<file path="config.mk">
export PLATFORM = sky130hd
export DESIGN_NAME = dual_tmr8_cascade
export DESIGN_NICKNAME = d
export VERILOG_FILES = /design/src/rtl/tmr_pkg.sv /design/src/rtl/tmr_prescaler.sv /design/src/rtl/tmr_channel.sv /design/src/rtl/tmr_cascade_ctl.sv /design/src/rtl/dual_tmr8_cascade.sv
export SDC_FILE = /design/constraint.sdc
export NUM_CORES = 1
export LEC_CHECK = 0
export BUFFER_PORTS_ARGS = -buffer_cell sky130_fd_sc_hd__buf_2
export CAP_MARGIN = 10
export CELL_PAD_IN_SITES_DETAIL_PLACEMENT = 1
export CELL_PAD_IN_SITES_GLOBAL_PLACEMENT = 1
export CORE_MARGIN = 1.5
export CORE_UTILIZATION = 51
export CTS_BUF_LIST = sky130_fd_sc_hd__clkbuf_4
export DETAILED_ROUTE_END_ITERATION = 8
export PLACE_DENSITY_LB_ADDON = 0.1
export SLEW_MARGIN = 15
export SYNTH_ARGS = -nofsm -noshare
export SYNTH_HDL_FRONTEND = slang
export SYNTH_HIERARCHICAL = 1
export SYNTH_SLANG_ARGS = --single-unit
</file>
<file path="constraint.sdc">
create_clock -name clk -period 2.95 [get_ports clk]
set_clock_uncertainty 0.15 [all_clocks]
set_input_delay 0.7375 -clock clk [delete_from_list [all_inputs] [get_ports clk]]
set_output_delay 0.7375 -clock clk [all_outputs]
set_load 0.005 [all_outputs]
</file>
<file path="src/rtl/tmr_pkg.sv">
package tmr_pkg;
    typedef enum logic [1:0] {
        M_INDEP  = 2'd0,
        M_WIDE16 = 2'd1,
        M_EVENT  = 2'd2,
        M_FROZEN = 2'd3
    } tmr_mode_e;

    localparam logic [2:0] CKS_STOP  = 3'b000;
    localparam logic [2:0] CKS_D8    = 3'b001;
    localparam logic [2:0] CKS_D64   = 3'b010;
    localparam logic [2:0] CKS_D8192 = 3'b011;
    localparam logic [2:0] CKS_JOIN  = 3'b100;
    localparam logic [2:0] CKS_EXT   = 3'b101;

    localparam logic [1:0] CLR_NONE = 2'b00;
    localparam logic [1:0] CLR_A    = 2'b01;
    localparam logic [1:0] CLR_B    = 2'b10;
    localparam logic [1:0] CLR_EXT  = 2'b11;

    localparam logic [1:0] OACT_KEEP = 2'b00;
    localparam logic [1:0] OACT_LOW  = 2'b01;
    localparam logic [1:0] OACT_HIGH = 2'b10;
    localparam logic [1:0] OACT_TOG  = 2'b11;

    localparam logic [2:0] RG_CTL  = 3'd0;
    localparam logic [2:0] RG_OSEL = 3'd1;
    localparam logic [2:0] RG_FLG  = 3'd2;
    localparam logic [2:0] RG_CNT  = 3'd3;
    localparam logic [2:0] RG_CMPA = 3'd4;
    localparam logic [2:0] RG_CMPB = 3'd5;

    typedef struct packed {
        logic       ie_b;
        logic       ie_a;
        logic [1:0] clr;
        logic [2:0] cks;
    } ctl_t;

    localparam int CTL_W = $bits(ctl_t);

    function automatic logic apply_oact(input logic [1:0] act, input logic cur);
        case (act)
            OACT_LOW:  apply_oact = 1'b0;
            OACT_HIGH: apply_oact = 1'b1;
            OACT_TOG:  apply_oact = ~cur;
            default:   apply_oact = cur;
        endcase
    endfunction
endpackage

</file>
<file path="src/rtl/tmr_prescaler.sv">
module tmr_prescaler #(
    parameter int LOG_A = 3,
    parameter int LOG_B = 6,
    parameter int LOG_C = 13
) (
    input  logic       clk,
    input  logic       rst_n,
    output logic [2:0] tick
);
    localparam int PW = (LOG_C > LOG_B) ? ((LOG_C > LOG_A) ? LOG_C : LOG_A)
                                        : ((LOG_B > LOG_A) ? LOG_B : LOG_A);

    logic [PW-1:0] ps_q;

    always_ff @(posedge clk or negedge rst_n) begin
        if (!rst_n) ps_q <= '0;
        else        ps_q <= ps_q + 1'b1;
    end

    // A tap fires on the single cycle of each period where its low bits are all ones
    assign tick[0] = &ps_q[LOG_A-1:0];
    assign tick[1] = &ps_q[LOG_B-1:0];
    assign tick[2] = &ps_q[LOG_C-1:0];
endmodule

</file>
<file path="src/rtl/tmr_channel.sv">
module tmr_channel
    import tmr_pkg::*;
#(
    parameter int DW = 8
) (
    input  logic          clk,
    input  logic          rst_n,
    input  logic          sel,
    input  logic          wr_en,
    input  logic          rd_en,
    input  logic [2:0]    idx,
    input  logic [DW-1:0] wdata,
    input  logic          inc,
    input  logic          clr,
    input  logic          evt_a,
    input  logic          evt_b,
    output ctl_t          ctl,
    output logic [DW-1:0] cnt,
    output logic [DW-1:0] cmpa,
    output logic [DW-1:0] cmpb,
    output logic [DW-1:0] rdata,
    output logic          irq_a,
    output logic          irq_b,
    output logic          wave
);
    logic       we;
    ctl_t       ctl_q;
    logic [3:0] osel_q;
    logic [1:0] flg_q, arm_q, flg_nx;
    logic [DW-1:0] cnt_q, cmpa_q, cmpb_q;
    logic       wave_q, wave_nx;

    assign we = wr_en && sel;

    always_ff @(posedge clk or negedge rst_n) begin
        if (!rst_n) begin
            ctl_q  <= '0;
            osel_q <= '0;
            cmpa_q <= '1;
            cmpb_q <= '1;
        end else if (we) begin
            if (idx == RG_CTL)  ctl_q  <= ctl_t'(wdata[CTL_W-1:0]);
            if (idx == RG_OSEL) osel_q <= wdata[3:0];
            if (idx == RG_CMPA) cmpa_q <= wdata;
            if (idx == RG_CMPB) cmpb_q <= wdata;
        end
    end

    always_ff @(posedge clk or negedge rst_n) begin
        if (!rst_n)                    cnt_q <= '0;
        else if (we && idx == RG_CNT)  cnt_q <= wdata;
        else if (clr)                  cnt_q <= '0;
        else if (inc)                  cnt_q <= cnt_q + 1'b1;
    end

    // Flag clearing needs a prior read that saw the bit set; setting wins
    always_comb begin
        flg_nx = flg_q;
        if (we && idx == RG_FLG) flg_nx = flg_q & ~(arm_q & ~wdata[1:0]);
        flg_nx = flg_nx | {evt_b, evt_a};
    end

    always_ff @(posedge clk or negedge rst_n) begin
        if (!rst_n) begin
            flg_q <= '0;
            arm_q <= '0;
        end else begin
            flg_q <= flg_nx;
            if (we && idx == RG_FLG)               arm_q <= '0;
            else if (rd_en && sel && idx == RG_FLG) arm_q <= flg_q;
        end
    end

    always_comb begin
        wave_nx = wave_q;
        if (evt_b) wave_nx = apply_oact(osel_q[3:2], wave_nx);
        if (evt_a) wave_nx = apply_oact(osel_q[1:0], wave_nx);
    end

    always_ff @(posedge clk or negedge rst_n) begin
        if (!rst_n) wave_q <= 1'b0;
        else        wave_q <= wave_nx;
    end

    always_comb begin
        rdata = '0;
        case (idx)
            RG_CTL:  rdata[CTL_W-1:0] = ctl_q;
            RG_OSEL: rdata[3:0] = osel_q;
            RG_FLG:  rdata[1:0] = flg_q;
            RG_CNT:  rdata = cnt_q;
            RG_CMPA: rdata = cmpa_q;
            RG_CMPB: rdata = cmpb_q;
            default: rdata = '0;
        endcase
    end

    assign ctl   = ctl_q;
    assign cnt   = cnt_q;
    assign cmpa  = cmpa_q;
    assign cmpb  = cmpb_q;
    assign irq_a = flg_q[0] && ctl_q.ie_a;
    assign irq_b = flg_q[1] && ctl_q.ie_b;
    assign wave  = wave_q;

    a_r4_flag_a_set: assert property (@(posedge clk) disable iff (!rst_n)
        evt_a |=> flg_q[0]);
    a_r4_flag_b_set: assert property (@(posedge clk) disable iff (!rst_n)
        evt_b |=> flg_q[1]);
    a_r5_a_high_wins: assert property (@(posedge clk) disable iff (!rst_n)
        (evt_a && osel_q[1:0] == OACT_HIGH) |=> wave_q);
    a_r5_a_low_wins: assert property (@(posedge clk) disable iff (!rst_n)
        (evt_a && osel_q[1:0] == OACT_LOW) |=> !wave_q);
endmodule

</file>
<file path="src/rtl/tmr_cascade_ctl.sv">
module tmr_cascade_ctl
    import tmr_pkg::*;
#(
    parameter int DW = 8
) (
    input  logic          clk,
    input  logic          rst_n,
    input  ctl_t          ctl0,
    input  ctl_t          ctl1,
    input  logic [2:0]    tick,
    input  logic [1:0]    ext_tick,
    input  logic [1:0]    ext_clr,
    input  logic [DW-1:0] cnt0,
    input  logic [DW-1:0] cnt1,
    input  logic [DW-1:0] cmpa0,
    input  logic [DW-1:0] cmpb0,
    input  logic [DW-1:0] cmpa1,
    input  logic [DW-1:0] cmpb1,
    output tmr_mode_e     mode,
    output logic [1:0]    inc,
    output logic [1:0]    clr,
    output logic [1:0]    evt_a,
    output logic [1:0]    evt_b
);
    tmr_mode_e mode_q, mode_nx;
    logic p0, p1, lo_a, lo_b, full_a, full_b, clr16;

    function automatic logic own_pulse(input logic [2:0] cks, input logic [2:0] tk,
                                       input logic ext);
        case (cks)
            CKS_D8:    own_pulse = tk[0];
            CKS_D64:   own_pulse = tk[1];
            CKS_D8192: own_pulse = tk[2];
            CKS_EXT:   own_pulse = ext;
            default:   own_pulse = 1'b0;
        endcase
    endfunction

    function automatic logic own_clear(input logic [1:0] cs, input logic ea,
                                       input logic eb, input logic xc);
        own_clear = (cs == CLR_A && ea) || (cs == CLR_B && eb) || (cs == CLR_EXT && xc);
    endfunction

    always_comb begin
        unique case ({ctl0.cks == CKS_JOIN, ctl1.cks == CKS_JOIN})
            2'b00: mode_nx = M_INDEP;
            2'b10: mode_nx = M_WIDE16;
            2'b01: mode_nx = M_EVENT;
            2'b11: mode_nx = M_FROZEN;
        endcase
    end

    always_ff @(posedge clk or negedge rst_n) begin
        if (!rst_n) mode_q <= M_INDEP;
        else        mode_q <= mode_nx;
    end

    assign p0     = own_pulse(ctl0.cks, tick, ext_tick[0]);
    assign p1     = own_pulse(ctl1.cks, tick, ext_tick[1]);
    assign lo_a   = (cnt1 == cmpa1);
    assign lo_b   = (cnt1 == cmpb1);
    assign full_a = ({cnt0, cnt1} == {cmpa0, cmpa1});
    assign full_b = ({cnt0, cnt1} == {cmpb0, cmpb1});

    always_comb begin
        inc   = '0;
        clr   = '0;
        evt_a = '0;
        evt_b = '0;
        clr16 = 1'b0;
        unique case (mode_q)
            M_INDEP: begin
                inc      = {p1, p0};
                evt_a[0] = p0 && (cnt0 == cmpa0);
                evt_b[0] = p0 && (cnt0 == cmpb0);
                evt_a[1] = p1 && lo_a;
                evt_b[1] = p1 && lo_b;
                clr[0]   = own_clear(ctl0.clr, evt_a[0], evt_b[0], ext_clr[0]);
                clr[1]   = own_clear(ctl1.clr, evt_a[1], evt_b[1], ext_clr[1]);
            end
            M_EVENT: begin
                inc[0]   = p0;
                evt_a[0] = p0 && (cnt0 == cmpa0);
                evt_b[0] = p0 && (cnt0 == cmpb0);
                inc[1]   = evt_a[0];
                evt_a[1] = evt_a[0] && lo_a;
                evt_b[1] = evt_a[0] && lo_b;
                clr[0]   = own_clear(ctl0.clr, evt_a[0], evt_b[0], ext_clr[0]);
                clr[1]   = own_clear(ctl1.clr, evt_a[1], evt_b[1], ext_clr[1]);
            end
            M_WIDE16: begin
                inc[1]   = p1;
                inc[0]   = p1 && (cnt1 == '1);
                evt_a[0] = p1 && full_a;
                evt_b[0] = p1 && full_b;
                evt_a[1] = p1 && lo_a;
                evt_b[1] = p1 && lo_b;
                // external-clear selection still clears on a full A match
                clr16    = own_clear(ctl0.clr, evt_a[0], evt_b[0], ext_clr[0])
                        || (ctl0.clr == CLR_EXT && evt_a[0]);
                clr      = {clr16, clr16};
            end
            M_FROZEN: begin
                inc = '0;
            end
        endcase
    end

    assign mode = mode_q;

    a_r10_both_join_freeze: assert property (@(posedge clk) disable iff (!rst_n)
        (ctl0.cks == CKS_JOIN && ctl1.cks == CKS_JOIN) |=> (mode_q == M_FROZEN));
    a_r6_join0_wide: assert property (@(posedge clk) disable iff (!rst_n)
        (ctl0.cks == CKS_JOIN && ctl1.cks != CKS_JOIN) |=> (mode_q == M_WIDE16));
    a_r9_join1_event: assert property (@(posedge clk) disable iff (!rst_n)
        (ctl0.cks != CKS_JOIN && ctl1.cks == CKS_JOIN) |=> (mode_q == M_EVENT));
endmodule

</file>
<file path="src/rtl/dual_tmr8_cascade.sv">
module dual_tmr8_cascade
    import tmr_pkg::*;
#(
    parameter int DW    = 8,
    parameter int LOG_A = 3,
    parameter int LOG_B = 6,
    parameter int LOG_C = 13
) (
    input  logic          clk,
    input  logic          rst_n,
    input  logic [3:0]    addr,
    input  logic          wr_en,
    input  logic          rd_en,
    input  logic [DW-1:0] wdata,
    output logic [DW-1:0] rdata,
    input  logic [1:0]    ext_tick,
    input  logic [1:0]    ext_clr,
    output logic [1:0]    irq_a,
    output logic [1:0]    irq_b,
    output logic [1:0]    wave
);
    localparam int NCH = 2;

    logic [2:0]              tick;
    ctl_t                    ctl_w  [NCH];
    logic [NCH-1:0][DW-1:0]  cnt_w, cmpa_w, cmpb_w, rd_w;
    logic [NCH-1:0]          inc_w, clr_w, evta_w, evtb_w;
    tmr_mode_e               mode_w;

    tmr_prescaler #(.LOG_A(LOG_A), .LOG_B(LOG_B), .LOG_C(LOG_C)) u_ps (
        .clk(clk), .rst_n(rst_n), .tick(tick)
    );

    for (genvar gc = 0; gc < NCH; gc++) begin : g_ch
        tmr_channel #(.DW(DW)) u_ch (
            .clk(clk), .rst_n(rst_n),
            .sel(addr[3] == gc[0]), .wr_en(wr_en), .rd_en(rd_en),
            .idx(addr[2:0]), .wdata(wdata),
            .inc(inc_w[gc]), .clr(clr_w[gc]), .evt_a(evta_w[gc]), .evt_b(evtb_w[gc]),
            .ctl(ctl_w[gc]), .cnt(cnt_w[gc]), .cmpa(cmpa_w[gc]), .cmpb(cmpb_w[gc]),
            .rdata(rd_w[gc]), .irq_a(irq_a[gc]), .irq_b(irq_b[gc]), .wave(wave[gc])
        );
    end

    tmr_cascade_ctl #(.DW(DW)) u_mode (
        .clk(clk), .rst_n(rst_n), .ctl0(ctl_w[0]), .ctl1(ctl_w[1]),
        .tick(tick), .ext_tick(ext_tick), .ext_clr(ext_clr),
        .cnt0(cnt_w[0]), .cnt1(cnt_w[1]),
        .cmpa0(cmpa_w[0]), .cmpb0(cmpb_w[0]), .cmpa1(cmpa_w[1]), .cmpb1(cmpb_w[1]),
        .mode(mode_w), .inc(inc_w), .clr(clr_w), .evt_a(evta_w), .evt_b(evtb_w)
    );

    assign rdata = rd_w[addr[3]];

    a_r10_frozen_hold: assert property (@(posedge clk) disable iff (!rst_n)
        (mode_w == M_FROZEN && !wr_en) |=> ($stable(cnt_w[0]) && $stable(cnt_w[1])));
    a_r8_no_lone_low_clear: assert property (@(posedge clk) disable iff (!rst_n)
        (mode_w == M_WIDE16 && !wr_en && cnt_w[1] != '0 && cnt_w[1] != '1)
        |=> (cnt_w[1] != '0 || cnt_w[0] == '0));
    a_r6_carry_up: assert property (@(posedge clk) disable iff (!rst_n)
        (mode_w == M_WIDE16 && !wr_en && cnt_w[1] == '1 && cnt_w[0] != '1)
        |=> (cnt_w[1] == '1) ||
            (cnt_w[1] == '0 && (cnt_w[0] == '0 || cnt_w[0] == $past(cnt_w[0]) + 1'b1)));
endmodule

</file>
# [Word level (Yosys, flattened, before mapping)]
# Cells that the tools add are included.
[classes] n_lt_le_gt_ge=1 mux=37 add_sub_neg=3 n_eq_ne=46 reduce_logical=61 bitwise=14
[ops] op="8-bit two-way mux" n=8
[ops] op="1-bit logical AND" n=34
[ops] op="16-bit == test" n=2
[ops] op="2-bit == test (second input constant)" n=16
[ops] op="8-bit == test" n=4
[ops] op="2-bit one-hot mux with 6 select lines" n=2
[ops] op="3-bit one-hot mux with 4 select lines" n=2
[ops] op="2-bit one-hot mux with 5 select lines" n=2
[ops] op="3-bit by 2-bit == test with 1-bit output (second input constant)" n=6
[ops] op="3-bit == test (second input constant)" n=6
[ops] op="1-bit one-hot mux with 3 select lines" n=6
[ops] op="2-bit one-hot mux with 3 select lines" n=3
[ops] op="8-bit by 1-bit adder with 8-bit output (second input constant)" n=2
[ops] op="2-bit by 1-bit == test with 1-bit output (second input constant)" n=8
[ops] op="2-bit one-hot mux with 4 select lines" n=2
[ops] op="2-bit AND reduction" n=8
[ops] op="13-bit by 1-bit adder with 13-bit output (second input constant)" n=1
[ops] op="13-bit AND reduction" n=1
[ops] op="2-bit two-way mux" n=6
[ops] op="3-bit by 1-bit == test with 1-bit output (second input constant)" n=3
[ops] op="1-bit logical OR" n=9
[ops] op="2-bit bitwise AND" n=4
[ops] op="8-bit == test (second input constant)" n=1
[ops] op="1-bit one-hot mux with 4 select lines" n=2
[ops] op="11 further kinds" n=24
[word_totals] word_cells=186 register_bits=95 output_inout_bits=14 in_bits=20

# [Longest topological paths before layout]
[depth] ltp_word=10 ltp_mapped=13 depth_no_buf=13

# [By module]
# Netlist, hierarchy kept.
[by_module_without_submodules] module="tmr_channel" cells_per_inst=178 instances=2 seq_area_each_um2=1021.0 area_per_inst_um2=2127.0
[by_module_without_submodules] module="tmr_cascade_ctl" cells_per_inst=91 instances=1 seq_area_each_um2=50.0 area_per_inst_um2=691.9
[by_module_without_submodules] module="tmr_prescaler" cells_per_inst=48 instances=1 seq_area_each_um2=325.3 area_per_inst_um2=591.8
[by_module_without_submodules] module="dual_tmr8_cascade" cells_per_inst=10 instances=1 seq_area_each_um2=0.0 area_per_inst_um2=135.1

# [Worst setup path after synthesis]
# No wires, ideal clock.
[synth_path] path_kind="input -> output" startpoint="input port addr[0]" endpoint="output port rdata[6]" arrival_time_ps=1768 required_time_ps=2062 n_path_buf=2 cell_stages=7 setup_slack_ps=294 cell_sequence="buf_6 buf_2 mux2i_1 nor2_1 a21oi_1 o22ai_1 mux2_4"
[synth_lines] element="from (decl)" line="dual_tmr8_cascade.sv:11" text="input logic [3:0] addr,"
[synth_lines] element="to (decl)" line="dual_tmr8_cascade.sv:15" text="output logic [DW-1:0] rdata,"

==> parameters.txt <==
Parameter                              Value

Status
  Result of the run    completed

Route
  Post-DR vias/cell    6.082
  Count of vias placed by the detailed router    between 4000 and 5000
  Routed WL per cell    roughly 23 um
  Violation count after the first detailed-route iteration    229
  Number of search-and-repair iterations in the first detailed-routing pass    5
  DRC Markers    0
  Count of nets left with antenna violations after detail routing    0
  Final Routed Wirelength    about 17 mm

Synth
  Flip-flop and latch count after synthesis    95
  Post-synth net total    between 500 and 600
  Synth warnings    6
  Synth unique cells    58
  Netlist area before placement    5673 sq um
  Predominant post-synthesis flop cell    dfrtp_1
  Average cell area after synthesis    11.23 sq um
  Seq/Total Area, Yosys    a little over two fifths
  Mapped Cells    505
  Async set or reset register ratio after synthesis    100.0%
  Number of enable flip-flop cells after synthesis    0

Cells and area
  Area taken by multi-input logic gates    ~3100 sq um
  Layout cells sized above 1    between 40% and 50%
  Fill count    1168
  Commonest non-fill, non-tap cell in the layout    nand2_1
  Net count, final    601
  Layout area overhead    13.61%
  Antenna cell count    0
  Commonest cells after routing, fill and taps aside    nand2_1 (62), dfrtp_1 (60), mux2_2 (57)
  Sequential Area    approximately 2400 sq um
  Area of all placed cells without fillers    roughly 6400 sq um

Timing
  Minimum clock period after layout    about 2.9 ns
  Final period util    between 90% and 100%
  Final Max Tran Viols    0
  Peak clock frequency supported by timing    0.3465 GHz
  Setup repair after global routing missed its margin    yes
  Worst-margin pin slew    0.6450 ns
  # setup viols final    0
  Final hold violation count    0
  Worst relative slew slack    57.00%

Die
  Horizontal die dimension    108.5 um
  Rows    38
  Core box area    approximately 11000 sq um
  Die outline area    between 10000 and 15000 sq um
  DIE HEIGHT    between 100 and 150 um
  I/O Pins    34
  Starting Density    between 50% and 60%

Setup path
  Source of the worst register-to-register timing path    u_ps/ps_q[0]
  Type of the worst setup path    input pin to output port
  Path depth of the worst reg2reg path    11
  Worst setup slack for register-to-register paths    approximately 0.13 ns
  Setup crit end kind    output port
  CP arrival    around 2 ns
  Crit start category    input pin
  Required time reported for the critical path endpoint    a little over 2 ns
  End of the worst register-to-register path    g_ch[0].u_ch/cnt[4]
  Highest fanout seen on the critical path    9

Clock network
  Inserted Clock Buffers    9
  Number of buffers inserted for hold repair after clock tree synthesis    0
  Number of levels in the clock H-tree    3
  CTS tree    done
  Clock root buffer master    clkbuf_4
  Number of buffers between clock root and the deepest sink    2
  Clock slew at reported path FFs    0.16 ns
  Clock net sink count    between 90 and 100
  Worst skew pair latency    around 0.48 ns

Placement
  Post-placement cell area    6175 sq um
  Final weighted congestion in routability-driven placement    between 0.9 and 1
  Final HPWL from detailed placement    between 10 and 15 mm
  Count of input and output buffers    33

GRT
  Most used routing layer    met2
  Met1 track utilization from global routing    roughly two fifths
  First-pass GRT wire length    25.74 mm
  Pin count of the biggest net entering global routing    45
  Met2 capacity usage during global routing    a little under half
  Via count of the first global-routing pass    between 4000 and 5000
  Grt ovf    0
  Overall global routing resource usage    29.88%
  Number of antenna violations at the first check in global routing    0
  GRT met3 Usage    around 4.4%

Power and ir drop
  Total chip power    between 4 and 5 mW
  Pwr/cell area    about 660 nW/um^2
  Standby leakage power    about 2.8 nW
  Worst vdd ir    between 0.0004 and 0.0005 V

Run
  Maximum capacitance violations    0

Hold path
  Worst hold path class    input pin to asynchronous set/reset pin
-- per-layer routing --
layer	vias to the layer above	wire length, um	share of wire [%]
li1	1977	-	-
met1	2245	7397	45
met2	144	7789	47
met3	25	900	5.4
met4	0	469	2.8
met5	-	0	0
-- through the flow --
stage          setup TNS [ns]  cells  worst slack [ns]  hold slack, ns  util (%)
2_1_floorplan               0    505            0.2943          0.2836         -
3_3_place_gp          -0.1937    701          -0.07986          0.2967     56.96
3_5_place_dp          -0.5912    701           -0.1212          0.3002     56.96
4_1_cts                     0    717          0.001519          0.1047     58.53
5_1_grt              -0.08249    722          -0.08005          0.1110     59.45
6_report                    0    722           0.06428          0.1079     59.45
-- state kept, by name (all words and copies together) (netlist names) --
signal / cells
g_ch.u_ch/osel_q: 8
g_ch.u_ch/cmpb: 16
g_ch.u_ch/wave: 2
g_ch.u_ch/cmpa: 16
g_ch.u_ch/ctl: 14
u_mode/mode: 2
g_ch.u_ch/arm_q: 4
g_ch.u_ch/flg_q: 4
g_ch.u_ch/cnt: 16
u_ps/ps_q: 13
-- where the power goes --
group / switching [mW] / internal, mW / leakage [nW] / total (mW)
Combinational: 0.589 / 0.666 / 1.60 / 1.25
Sequential: 0.489 / 1.68 / 1.13 / 2.17
Clock: 0.453 / 0.370 / 0.0852 / 0.823
-- area by class of cell --
cell class              instances  share of cell area [%]
well taps                     140                   2.718
clock buffers                  12                   1.398
multi-input cells             382                   48.46
clock inverters                 4                   1.107
repair buffers                 76                   7.998
inverters                      13                  0.7571
flip-flops and latches         95                   37.57
-- critical path: stages --
cell and delay (ns):
buf_6 0.13, buf_4 0.16, inv_2 0.12, buf_4 0.13
nor2_1 0.04, a21oi_1 0.16, o22ai_1 0.13, mux2_4 0.26
buf_2 0.12
-- synth_stat cells (3+ instances only) --
| master | count | area share [%] |
|---|---|---|
| nand2_1 | 62 | 4.1 |
| nor4b_1 | 3 | 0.46 |
| nor4_4 | 4 | 1.5 |
| dfstp_2 | 32 | 15 |
| mux2_4 | 8 | 2.1 |
| nand3b_1 | 4 | 0.53 |
| buf_6 | 7 | 1.4 |
| mux4_2 | 4 | 1.6 |
| a32oi_1 | 5 | 0.77 |
| o21ai_1 | 10 | 0.88 |
| a21oi_1 | 11 | 0.97 |
| a31oi_1 | 8 | 0.88 |
| and3_1 | 8 | 0.88 |
| dfrtp_1 | 63 | 28 |
| ha_1 | 4 | 0.88 |
| xnor2_1 | 21 | 3.2 |
| o21ai_0 | 10 | 0.88 |
| nor4_1 | 3 | 0.33 |
| nor3_1 | 6 | 0.53 |
| o311ai_0 | 4 | 0.62 |
| and2_1 | 4 | 0.44 |
| inv_1 | 11 | 0.73 |
| o31ai_1 | 6 | 0.79 |
| nor2_1 | 19 | 1.3 |
| mux2i_1 | 17 | 3.0 |
| a21o_1 | 4 | 0.53 |
| nand3_1 | 11 | 0.97 |
| mux2_2 | 57 | 11 |
| xor2_1 | 35 | 5.4 |
| nand4_1 | 12 | 1.3 |
| o22ai_1 | 7 | 0.77 |
-- cells by family (layout without fill, tap and decap cells) --
logic type | after synthesis | in the layout | synth area share (%)
AO/OA/AOI/OAI | 75 | 75 | 8.800
flip-flops | 95 | 95 | 42.61
buffers and inverters | 28 | 105 | 3.309
AND/OR/NAND/NOR | 161 | 161 | 17.73
multiplexers | 86 | 86 | 18.02
XOR/XNOR | 56 | 56 | 8.646
adder cells (fa/ha/maj) | 4 | 4 | 0.8823
-- repair_timing --
| action | CTS | global route |
|---|---|---|
| gates resized for setup | 5 | 16 |
| endpoints found under the hold margin | 0 | 0 |
| setup endpoints to repair | 8 | 19 |
| buffers inserted | 0 | 5 |
-- how the worst max path moves through the flow --
stage                        startpoint                 to  slack [ns]
global route               u_ps/ps_q[9]  g_ch[0].u_ch/wave       -0.08
CTS                 g_ch[1].u_ch/cnt[0]           rdata[0]       0.002
detailed placement              addr[0]           rdata[5]       -0.12
finish                          addr[2]           rdata[6]        0.06
global placement                addr[2]           rdata[5]       -0.08
floorplan                       addr[0]           rdata[6]        0.29
Power figures use the tool's default switching activity.
